### config.mk
export PLATFORM = sky130hd
export DESIGN_NAME = spi_script_seq
export DESIGN_NICKNAME = d
export VERILOG_FILES = /design/src/rtl/spi_seq_pkg.sv /design/src/rtl/spi_seq_arb.sv /design/src/rtl/spi_seq_shifter.sv /design/src/rtl/spi_seq_core.sv /design/src/rtl/spi_script_seq.sv
export SDC_FILE = /design/constraint.sdc
export NUM_CORES = 1
export LEC_CHECK = 0
export BUFFER_PORTS_ARGS = -buffer_cell sky130_fd_sc_hd__buf_4
export CORE_ASPECT_RATIO = 0.5
export CORE_MARGIN = 2
export CORE_UTILIZATION = 43
export CTS_CLUSTER_DIAMETER = 40
export CTS_CLUSTER_SIZE = 25
export DETAILED_ROUTE_END_ITERATION = 8
export SLEW_MARGIN = 20
export SYNTH_ARGS = -nofsm -noshare
export SYNTH_HDL_FRONTEND = slang
export SYNTH_SLANG_ARGS = --single-unit
### constraint.sdc
create_clock -name clk -period 5.2 [get_ports clk]
set_input_delay 0.52 -clock clk [delete_from_list [all_inputs] [get_ports clk]]
set_output_delay 0.52 -clock clk [all_outputs]
set_load 0.01 [all_outputs]
### src/rtl/spi_seq_pkg.sv
package spi_seq_pkg;
  localparam logic [7:0] OP_PIN_HI   = 8'd1;
  localparam logic [7:0] OP_PIN_LO   = 8'd2;
  localparam logic [7:0] OP_SEND_IMM = 8'd3;
  localparam logic [7:0] OP_SEND_BLK = 8'd4;
  localparam logic [7:0] OP_RECV_BLK = 8'd6;
  localparam logic [7:0] OP_SEL_DESC = 8'd8;
  localparam logic [7:0] OP_DRAIN    = 8'd9;
  localparam logic [7:0] OP_STOP     = 8'd11;

  typedef enum logic [3:0] {
    ST_IDLE, ST_VEC, ST_OP, ST_ARG, ST_DSC_A, ST_DSC_C,
    ST_RECV, ST_BLK_RD, ST_BLK_GO, ST_XFER
  } seq_state_e;
endpackage

### src/rtl/spi_seq_arb.sv
module spi_seq_arb #(
  parameter int NUM_REQ = 16,
  parameter int REQ_IW  = 4
) (
  input  logic               clk,
  input  logic               rst_ni,
  input  logic [NUM_REQ-1:0] req_i,
  input  logic               launch_i,
  output logic               grant_vld_o,
  output logic [REQ_IW-1:0]  grant_idx_o
);
  logic [NUM_REQ-1:0] pend_q, pend_n, clr_mask;

  always_comb begin
    grant_idx_o = '0;
    for (int i = NUM_REQ - 1; i >= 0; i--) begin
      if (pend_q[i]) grant_idx_o = REQ_IW'(i);
    end
    grant_vld_o = |pend_q;
  end

  always_comb begin
    clr_mask = '0;
    if (launch_i) clr_mask[grant_idx_o] = 1'b1;
    pend_n = (pend_q & ~clr_mask) | req_i;
  end

  always_ff @(posedge clk or negedge rst_ni) begin
    if (!rst_ni) pend_q <= '0;
    else         pend_q <= pend_n;
  end

  AST_LAUNCH_HAS_PENDING: assert property (@(posedge clk) disable iff (!rst_ni)
    launch_i |-> (pend_q != '0));
  AST_LAUNCH_CLEARS_MARK: assert property (@(posedge clk) disable iff (!rst_ni)
    (launch_i && !req_i[grant_idx_o]) |=> !pend_q[$past(grant_idx_o)]);
endmodule

### src/rtl/spi_seq_shifter.sv
module spi_seq_shifter #(
  parameter int SCLK_HALF = 2
) (
  input  logic       clk,
  input  logic       rst_ni,
  input  logic       start_i,
  input  logic [7:0] tx_i,
  output logic       busy_o,
  output logic       done_o,
  output logic [7:0] rx_o,
  output logic       sclk_o,
  output logic       mosi_o,
  input  logic       miso_i
);
  localparam int CW = (SCLK_HALF > 1) ? $clog2(SCLK_HALF) : 1;
  localparam logic [CW-1:0] DIV_LAST = CW'(SCLK_HALF - 1);

  logic          busy_q, busy_n, sclk_q, sclk_n;
  logic [7:0]    tx_q, tx_n, rx_q, rx_n;
  logic [2:0]    bit_q, bit_n;
  logic [CW-1:0] div_q, div_n;
  logic          tick;

  assign tick   = (div_q == DIV_LAST);
  assign busy_o = busy_q;
  assign sclk_o = sclk_q;
  assign mosi_o = busy_q & tx_q[7];
  assign rx_o   = rx_q;
  assign done_o = busy_q & sclk_q & tick & (bit_q == 3'd7);

  always_comb begin
    busy_n = busy_q;
    sclk_n = sclk_q;
    tx_n   = tx_q;
    rx_n   = rx_q;
    bit_n  = bit_q;
    div_n  = div_q;
    if (start_i && !busy_q) begin
      busy_n = 1'b1;
      sclk_n = 1'b0;
      tx_n   = tx_i;
      bit_n  = 3'd0;
      div_n  = '0;
    end else if (busy_q) begin
      if (tick) begin
        div_n = '0;
        if (!sclk_q) begin
          sclk_n = 1'b1;
          rx_n   = {rx_q[6:0], miso_i};
        end else begin
          sclk_n = 1'b0;
          tx_n   = {tx_q[6:0], 1'b0};
          bit_n  = bit_q + 3'd1;
          if (bit_q == 3'd7) busy_n = 1'b0;
        end
      end else begin
        div_n = div_q + CW'(1);
      end
    end
  end

  always_ff @(posedge clk or negedge rst_ni) begin
    if (!rst_ni) begin
      busy_q <= 1'b0;
      sclk_q <= 1'b0;
      tx_q   <= '0;
      rx_q   <= '0;
      bit_q  <= '0;
      div_q  <= '0;
    end else begin
      busy_q <= busy_n;
      sclk_q <= sclk_n;
      tx_q   <= tx_n;
      rx_q   <= rx_n;
      bit_q  <= bit_n;
      div_q  <= div_n;
    end
  end

  AST_START_WHEN_IDLE: assert property (@(posedge clk) disable iff (!rst_ni)
    start_i |-> !busy_q);
  AST_SCLK_IDLE_LOW: assert property (@(posedge clk) disable iff (!rst_ni)
    !busy_q |-> !sclk_q);
endmodule

### src/rtl/spi_seq_core.sv
module spi_seq_core
  import spi_seq_pkg::*;
#(
  parameter int          PROG_AW   = 8,
  parameter int          DATA_AW   = 8,
  parameter int          NUM_PINS  = 8,
  parameter int          REQ_IW    = 4,
  parameter int          DESC_BASE = 240,
  parameter logic [31:0] PIN_RESET = 32'hFFFF_FFFF
) (
  input  logic                clk,
  input  logic                rst_ni,
  input  logic                grant_vld_i,
  input  logic [REQ_IW-1:0]   grant_idx_i,
  output logic                launch_o,
  output logic [PROG_AW-1:0]  prog_addr_o,
  input  logic [7:0]          prog_data_i,
  output logic [DATA_AW-1:0]  dmem_addr_o,
  output logic                dmem_we_o,
  output logic [7:0]          dmem_wdata_o,
  input  logic [7:0]          dmem_rdata_i,
  output logic                xfer_start_o,
  output logic [7:0]          xfer_data_o,
  input  logic                xfer_busy_i,
  input  logic                xfer_done_i,
  input  logic [7:0]          xfer_rx_i,
  output logic [NUM_PINS-1:0] pin_o
);
  localparam int PIN_IW = (NUM_PINS > 1) ? $clog2(NUM_PINS) : 1;
  localparam logic [DATA_AW-1:0] DBASE = DATA_AW'(DESC_BASE);
  localparam logic [PROG_AW-1:0] ONE   = PROG_AW'(1);
  localparam logic [PROG_AW-1:0] TWO   = PROG_AW'(2);

  seq_state_e          state_q, state_n;
  logic [PROG_AW-1:0]  pc_q, pc_n;
  logic [7:0]          op_q, op_n, dsc_q, dsc_n, cnt_q, cnt_n;
  logic [DATA_AW-1:0]  badr_q, badr_n;
  logic [NUM_PINS-1:0] pins_q, pins_n;
  logic                pin_ok;

  assign pin_o  = pins_q;
  assign pin_ok = (prog_data_i < 8'(NUM_PINS));

  always_comb begin
    state_n      = state_q;
    pc_n         = pc_q;
    prog_addr_o  = pc_q;
    op_n         = op_q;
    dsc_n        = dsc_q;
    badr_n       = badr_q;
    cnt_n        = cnt_q;
    pins_n       = pins_q;
    launch_o     = 1'b0;
    dmem_addr_o  = badr_q;
    dmem_we_o    = 1'b0;
    dmem_wdata_o = xfer_rx_i;
    xfer_start_o = 1'b0;
    xfer_data_o  = 8'h00;
    unique case (state_q)
      ST_IDLE: begin
        if (grant_vld_i) begin
          launch_o    = 1'b1;
          prog_addr_o = PROG_AW'(grant_idx_i);
          state_n     = ST_VEC;
        end
      end
      ST_VEC: begin
        pc_n        = PROG_AW'(prog_data_i);
        prog_addr_o = PROG_AW'(prog_data_i);
        state_n     = ST_OP;
      end
      ST_OP: begin
        op_n = prog_data_i;
        case (prog_data_i)
          OP_PIN_HI, OP_PIN_LO, OP_SEND_IMM, OP_SEND_BLK, OP_SEL_DESC: begin
            prog_addr_o = pc_q + ONE;
            state_n     = ST_ARG;
          end
          OP_RECV_BLK: state_n = ST_RECV;
          OP_DRAIN: begin
            if (!xfer_busy_i) begin
              pc_n        = pc_q + ONE;
              prog_addr_o = pc_q + ONE;
            end
          end
          OP_STOP: state_n = ST_IDLE;
          default: begin
            pc_n        = pc_q + ONE;
            prog_addr_o = pc_q + ONE;
          end
        endcase
      end
      ST_ARG: begin
        if (op_q == OP_PIN_HI || op_q == OP_PIN_LO) begin
          if (pin_ok) pins_n[prog_data_i[PIN_IW-1:0]] = (op_q == OP_PIN_HI);
          pc_n        = pc_q + TWO;
          prog_addr_o = pc_q + TWO;
          state_n     = ST_OP;
        end else if (op_q == OP_SEND_IMM) begin
          xfer_start_o = 1'b1;
          xfer_data_o  = prog_data_i;
          state_n      = ST_XFER;
        end else begin
          dsc_n       = prog_data_i;
          dmem_addr_o = DBASE + DATA_AW'({prog_data_i, 1'b0});
          state_n     = ST_DSC_A;
        end
      end
      ST_DSC_A: begin
        badr_n      = DATA_AW'(dmem_rdata_i);
        dmem_addr_o = DBASE + DATA_AW'({dsc_q, 1'b1});
        state_n     = ST_DSC_C;
      end
      ST_DSC_C: begin
        cnt_n = dmem_rdata_i;
        if (op_q == OP_SEND_BLK) begin
          state_n = ST_BLK_RD;
        end else begin
          pc_n        = pc_q + TWO;
          prog_addr_o = pc_q + TWO;
          state_n     = ST_OP;
        end
      end
      ST_BLK_RD: begin
        if (cnt_q == 8'd0) begin
          pc_n        = pc_q + TWO;
          prog_addr_o = pc_q + TWO;
          state_n     = ST_OP;
        end else begin
          state_n = ST_BLK_GO;
        end
      end
      ST_BLK_GO: begin
        xfer_start_o = 1'b1;
        xfer_data_o  = dmem_rdata_i;
        badr_n       = badr_q + DATA_AW'(1);
        cnt_n        = cnt_q - 8'd1;
        state_n      = ST_XFER;
      end
      ST_RECV: begin
        if (cnt_q == 8'd0) begin
          pc_n        = pc_q + ONE;
          prog_addr_o = pc_q + ONE;
          state_n     = ST_OP;
        end else begin
          xfer_start_o = 1'b1;
          xfer_data_o  = 8'h00;
          state_n      = ST_XFER;
        end
      end
      ST_XFER: begin
        if (xfer_done_i) begin
          if (op_q == OP_SEND_IMM) begin
            pc_n        = pc_q + TWO;
            prog_addr_o = pc_q + TWO;
            state_n     = ST_OP;
          end else if (op_q == OP_SEND_BLK) begin
            state_n = ST_BLK_RD;
          end else begin
            dmem_we_o = 1'b1;
            badr_n    = badr_q + DATA_AW'(1);
            cnt_n     = cnt_q - 8'd1;
            state_n   = ST_RECV;
          end
        end
      end
      default: state_n = ST_IDLE;
    endcase
  end

  always_ff @(posedge clk or negedge rst_ni) begin
    if (!rst_ni) begin
      state_q <= ST_IDLE;
      pc_q    <= '0;
      op_q    <= '0;
      dsc_q   <= '0;
      badr_q  <= '0;
      cnt_q   <= '0;
      pins_q  <= PIN_RESET[NUM_PINS-1:0];
    end else begin
      state_q <= state_n;
      pc_q    <= pc_n;
      op_q    <= op_n;
      dsc_q   <= dsc_n;
      badr_q  <= badr_n;
      cnt_q   <= cnt_n;
      pins_q  <= pins_n;
    end
  end

  AST_PINS_FROZEN_IN_FLIGHT: assert property (@(posedge clk) disable iff (!rst_ni)
    xfer_busy_i |=> $stable(pins_q));
  AST_XFER_STATE_BUSY: assert property (@(posedge clk) disable iff (!rst_ni)
    (state_q == ST_XFER) |-> xfer_busy_i);
  AST_WRITE_ONLY_RECV: assert property (@(posedge clk) disable iff (!rst_ni)
    dmem_we_o |-> (op_q == OP_RECV_BLK && cnt_q != 8'd0));
endmodule

### src/rtl/spi_script_seq.sv
module spi_script_seq #(
  parameter int          NUM_REQ   = 16,
  parameter int          NUM_PINS  = 8,
  parameter int          PROG_AW   = 8,
  parameter int          DATA_AW   = 8,
  parameter int          DESC_BASE = 240,
  parameter int          SCLK_HALF = 2,
  parameter logic [31:0] PIN_RESET = 32'hFFFF_FFFF
) (
  input  logic                clk,
  input  logic                rst_n,
  input  logic [NUM_REQ-1:0]  req_i,
  output logic [PROG_AW-1:0]  prog_addr_o,
  input  logic [7:0]          prog_data_i,
  output logic [DATA_AW-1:0]  dmem_addr_o,
  output logic                dmem_we_o,
  output logic [7:0]          dmem_wdata_o,
  input  logic [7:0]          dmem_rdata_i,
  output logic                spi_sclk_o,
  output logic                spi_mosi_o,
  input  logic                spi_miso_i,
  output logic [NUM_PINS-1:0] pin_o
);
  localparam int REQ_IW = (NUM_REQ > 1) ? $clog2(NUM_REQ) : 1;

  logic [1:0]        rst_sync_q;
  logic              rst_i_n;
  logic              grant_vld, launch;
  logic [REQ_IW-1:0] grant_idx;
  logic              x_start, x_busy, x_done;
  logic [7:0]        x_tx, x_rx;

  always_ff @(posedge clk or negedge rst_n) begin
    if (!rst_n) rst_sync_q <= 2'b00;
    else        rst_sync_q <= {rst_sync_q[0], 1'b1};
  end
  assign rst_i_n = rst_sync_q[1];

  spi_seq_arb #(.NUM_REQ(NUM_REQ), .REQ_IW(REQ_IW)) u_arb (
    .clk(clk), .rst_ni(rst_i_n), .req_i(req_i), .launch_i(launch),
    .grant_vld_o(grant_vld), .grant_idx_o(grant_idx));

  spi_seq_core #(
    .PROG_AW(PROG_AW), .DATA_AW(DATA_AW), .NUM_PINS(NUM_PINS),
    .REQ_IW(REQ_IW), .DESC_BASE(DESC_BASE), .PIN_RESET(PIN_RESET)
  ) u_core (
    .clk(clk), .rst_ni(rst_i_n),
    .grant_vld_i(grant_vld), .grant_idx_i(grant_idx), .launch_o(launch),
    .prog_addr_o(prog_addr_o), .prog_data_i(prog_data_i),
    .dmem_addr_o(dmem_addr_o), .dmem_we_o(dmem_we_o),
    .dmem_wdata_o(dmem_wdata_o), .dmem_rdata_i(dmem_rdata_i),
    .xfer_start_o(x_start), .xfer_data_o(x_tx), .xfer_busy_i(x_busy),
    .xfer_done_i(x_done), .xfer_rx_i(x_rx), .pin_o(pin_o));

  spi_seq_shifter #(.SCLK_HALF(SCLK_HALF)) u_shift (
    .clk(clk), .rst_ni(rst_i_n), .start_i(x_start), .tx_i(x_tx),
    .busy_o(x_busy), .done_o(x_done), .rx_o(x_rx),
    .sclk_o(spi_sclk_o), .mosi_o(spi_mosi_o), .miso_i(spi_miso_i));
endmodule

==> results.md <==
* Die width at 173.4 um
* Vias in the first global route at 5504
* Buffers on Ports at 69
* Non-filler cells, final at 973
* RR Endpoint: u_shift.tx_q[2]
* Post-route ant nets at 0
* First-pass GRT wire length at 30.22 mm
* GRT Util Overall at 0.2498
* Hold crit path type: register to asynchronous set/reset pin
* Slew @ Worst Pin at 1025 ps
* Syn nets at 775
* PostCTS Resize Cnt at 0
* Power, Total at 4.282 mW
* Sum Neg Setup Slack at 0 ps
* TritonCTS clock tree: built
* Worst setup EP type: output pin
* Core Area at 13780 um2
* Critical Path RT at 4680 ps
* Post-Syn Area per Cell at 8.430 um2
* Total congestion overflow at 0
* Vias at 5893
* Worst rel slew slack at 0.3151
* Final min period at 3837 ps
* ANT cells at 0
* Largest net degree at the start of global routing at 49
* Synth area leaders: dfrtp_1, nand2_1, o21ai_0
* Status: finished clean
* FF-to-FF path depth at 5
* Critical Path Fanout Max at 28
* Final net count at 819
* Layout cells sized above 1 at 0.1665
* Starting Density at 0.4480
* Num ports at 70
* Setup Crit Path Kind: register to output pin
* TritonRoute pass-1 iters at 5
* Post-synth EDFFs at 0
* #FFs+latches synth at 91
* Clock skew at 9.618 ps
* Final setup viols at 0
* Initial antenna violation count at 0
* Register area share after synthesis at 0.3706
* Die Footprint at 15380 um2
* Number of buffers created by CTS at 9
* Routed vias/inst at 6.057
* Worst vdd ir at 0.2515 mV
* Cells after Synth at 732
* Routed WL at 18.45 mm
* Placed insts at 956
* Postcts setup bufs at 0
* # DRC at 0
* Worst-Skew Late Latency at 350 ps
* Post-synthesis cell type count at 78
* Detail Placement HPWL at 13.18 mm
* Fmax at 260.6 MHz
* Area grow syn2layout at 14.98%
* Routability congestion estimate from global placement at 0.9563
* R2R setup slack at 1800 ps
* Leakage at 2.951 nW
* RSZ-0062 raised after global routing: no
* 1st-iter DRT viols at 612
* Ys Warns at 0
* Worst r2r src: u_core.state_q[1]
* Clk buf depth at 2
* # rows at 30
* Worst setup SP type: register
* Ys flop type: dfrtp_1
* Htree depth at 3
* Yosys top cell area share at 0.3366
* Critical Path AT at 3320 ps
* Ys async rst share at 1.000
* Clock sinks at 91
* Power density cells at 603.5 nW/um2
* Die height at 88.71 um
* Design Area, Final at 7096 um2
* Final Hold Fails at 0
* Area leader, netlist: dfrtp_1
* Clk slew on worst S/H paths at 70 ps
* Mapped cell area at 6171 um2
* Average wire per standard cell at 18.96 um
* Post-DP Area at 6783 um2
* Clock root buffer: clkbuf_16
* Tcrit/Tclk final at 0.7379
* Final slew viol count at 0
* Max-cap violations at 0
## report_power, final
group	switching (mW)	internal (mW)	total [mW]	leakage [nW]
clock	0.292	0.389	0.680	0.147
combinational	1.28	0.961	2.24	1.78
sequential	0.399	0.965	1.36	1.03
## routing by layer
| metal | GRT usage | routed length [um] |
|---|---|---|
| met1 | 0.3528 | 8605 |
| met2 | 0.3989 | 8125 |
| met5 | 0 | 0 |
| met4 | 0.04468 | 204 |
| met3 | 0.05756 | 1516 |
## cell usage after synthesis (all sizes together) (4+ instances only)
| cell type | n |
|---|---|
| nand2 | 98 |
| dfrtp | 83 |
| o21ai | 66 |
| nor2 | 55 |
| a21oi | 40 |
| nand3 | 31 |
| clkbuf | 28 |
| inv | 21 |
| nand2b | 18 |
| nor3 | 18 |
| mux2 | 16 |
| nor4 | 15 |
| xor2 | 15 |
| buf | 14 |
| a21o | 10 |
| mux2i | 10 |
| nand4 | 10 |
| o22a | 10 |
| a31oi | 9 |
| xnor2 | 9 |
| dfstp | 8 |
| ha | 8 |
| nor3b | 8 |
| o211ai | 8 |
| a22o | 7 |
| a22oi | 7 |
| and3 | 7 |
| o21a | 7 |
| a211oi | 6 |
| a221oi | 6 |
| or3 | 6 |
| o221ai | 5 |
| o22ai | 5 |
| a2bb2oi | 4 |
| and2 | 4 |
| and4b | 4 |
| nand3b | 4 |
| nor2b | 4 |
| o31ai | 4 |
| or4 | 4 |
## registers in the layout, summed over array words and instances, names as in the netlist
name / flops
rst_sync_q: 2
u_core.cnt_q: 8
u_core.op_q: 8
u_core.pc_q: 8
u_shift.bit_q: 3
u_core.state_q: 4
u_shift.sclk_o: 1
u_shift.rx_o: 8
u_arb.pend_q: 16
u_core.dsc_q: 7
u_core.badr_q: 8
u_shift.div_q: 1
u_shift.tx_q: 8
u_shift.busy_o: 1
u_core.pin_o: 8
## cell families (layout without fill, tap and decap cells)
logic type	after synthesis	after routing	share of synthesized area
buffers and inverters	63	112	0.04319
AOI/OAI and AO/OA	221	221	0.2372
adders and majority gates	8	8	0.01622
and+or+nand+nor	298	298	0.2526
muxes	26	26	0.04542
DFF	91	91	0.3706
other	1	1	0.0006077
xor gates and xnor gates	24	24	0.03406
## per-stage QoR
step           utilization  hold WS (ps)  worst slack [ps]
2_1_floorplan            -         224.4              2435
3_3_place_gp        0.4924         302.6              1880
3_5_place_dp        0.4924         305.3              1790
4_1_cts             0.5151         345.6              1401
5_1_grt             0.5151         349.2              1129
6_report            0.5151         309.2              1363
## layout by cell type (no fill, tap or decap), types with 6 or more instances in the layout
master,n
a221oi_1,6
nand3_1,31
a31oi_1,9
clkbuf_16,9
and3_1,7
inv_1,21
o211ai_1,7
buf_4,74
nor4_1,11
o21ai_0,63
nand2b_1,18
dfstp_2,8
mux2i_1,10
mux2_2,15
a21oi_1,40
dfrtp_1,82
o21a_1,7
or3_1,6
nor2_1,55
nor3_1,18
nand4_1,10
ha_1,8
a22oi_1,7
a21o_1,10
o22a_1,10
nand2_1,97
a22o_1,7
xnor2_1,9
xor2_1,15
## layout make-up
| type | instances | area (um2) |
|---|---|---|
| clock inverter | 5 | 60.06 |
| timing repair buffer | 75 | 565.5 |
| clock buffer | 11 | 242.7 |
| inverter | 21 | 78.83 |
| fill | 1361 | 6680 |
| sequential | 91 | 2291 |
| tap | 192 | 240.2 |
| multi-input combinational | 578 | 3617 |
## worst max path at each step
stage	from	to	slack [ps]
after floorplan	prog_data_i[6]	prog_addr_o[7]	2440
after global placement	u_core.state_q[1]	prog_addr_o[1]	1880
after detailed placement	u_core.state_q[1]	prog_addr_o[7]	1790
after CTS	u_core.state_q[1]	prog_addr_o[7]	1400
after global routing	u_core.state_q[1]	prog_addr_o[7]	1130
final	u_core.state_q[1]	prog_addr_o[2]	1360
## critical path, cell delays in order, from the launching register on
cell,delay [ps]
dfrtp_1,900
nand4bb_1,360
nor2_1,100
a211oi_2,700
o32ai_1,220
a221o_1,340
o22a_1,190
buf_4,150
## repair_timing
action / in CTS / in global routing
endpoints found under the hold margin: 2 / 0
setup endpoints to repair: 0 / 0
hold buffers: 1 / 0
No activity file was read; power rests on OpenSTA's default activity.
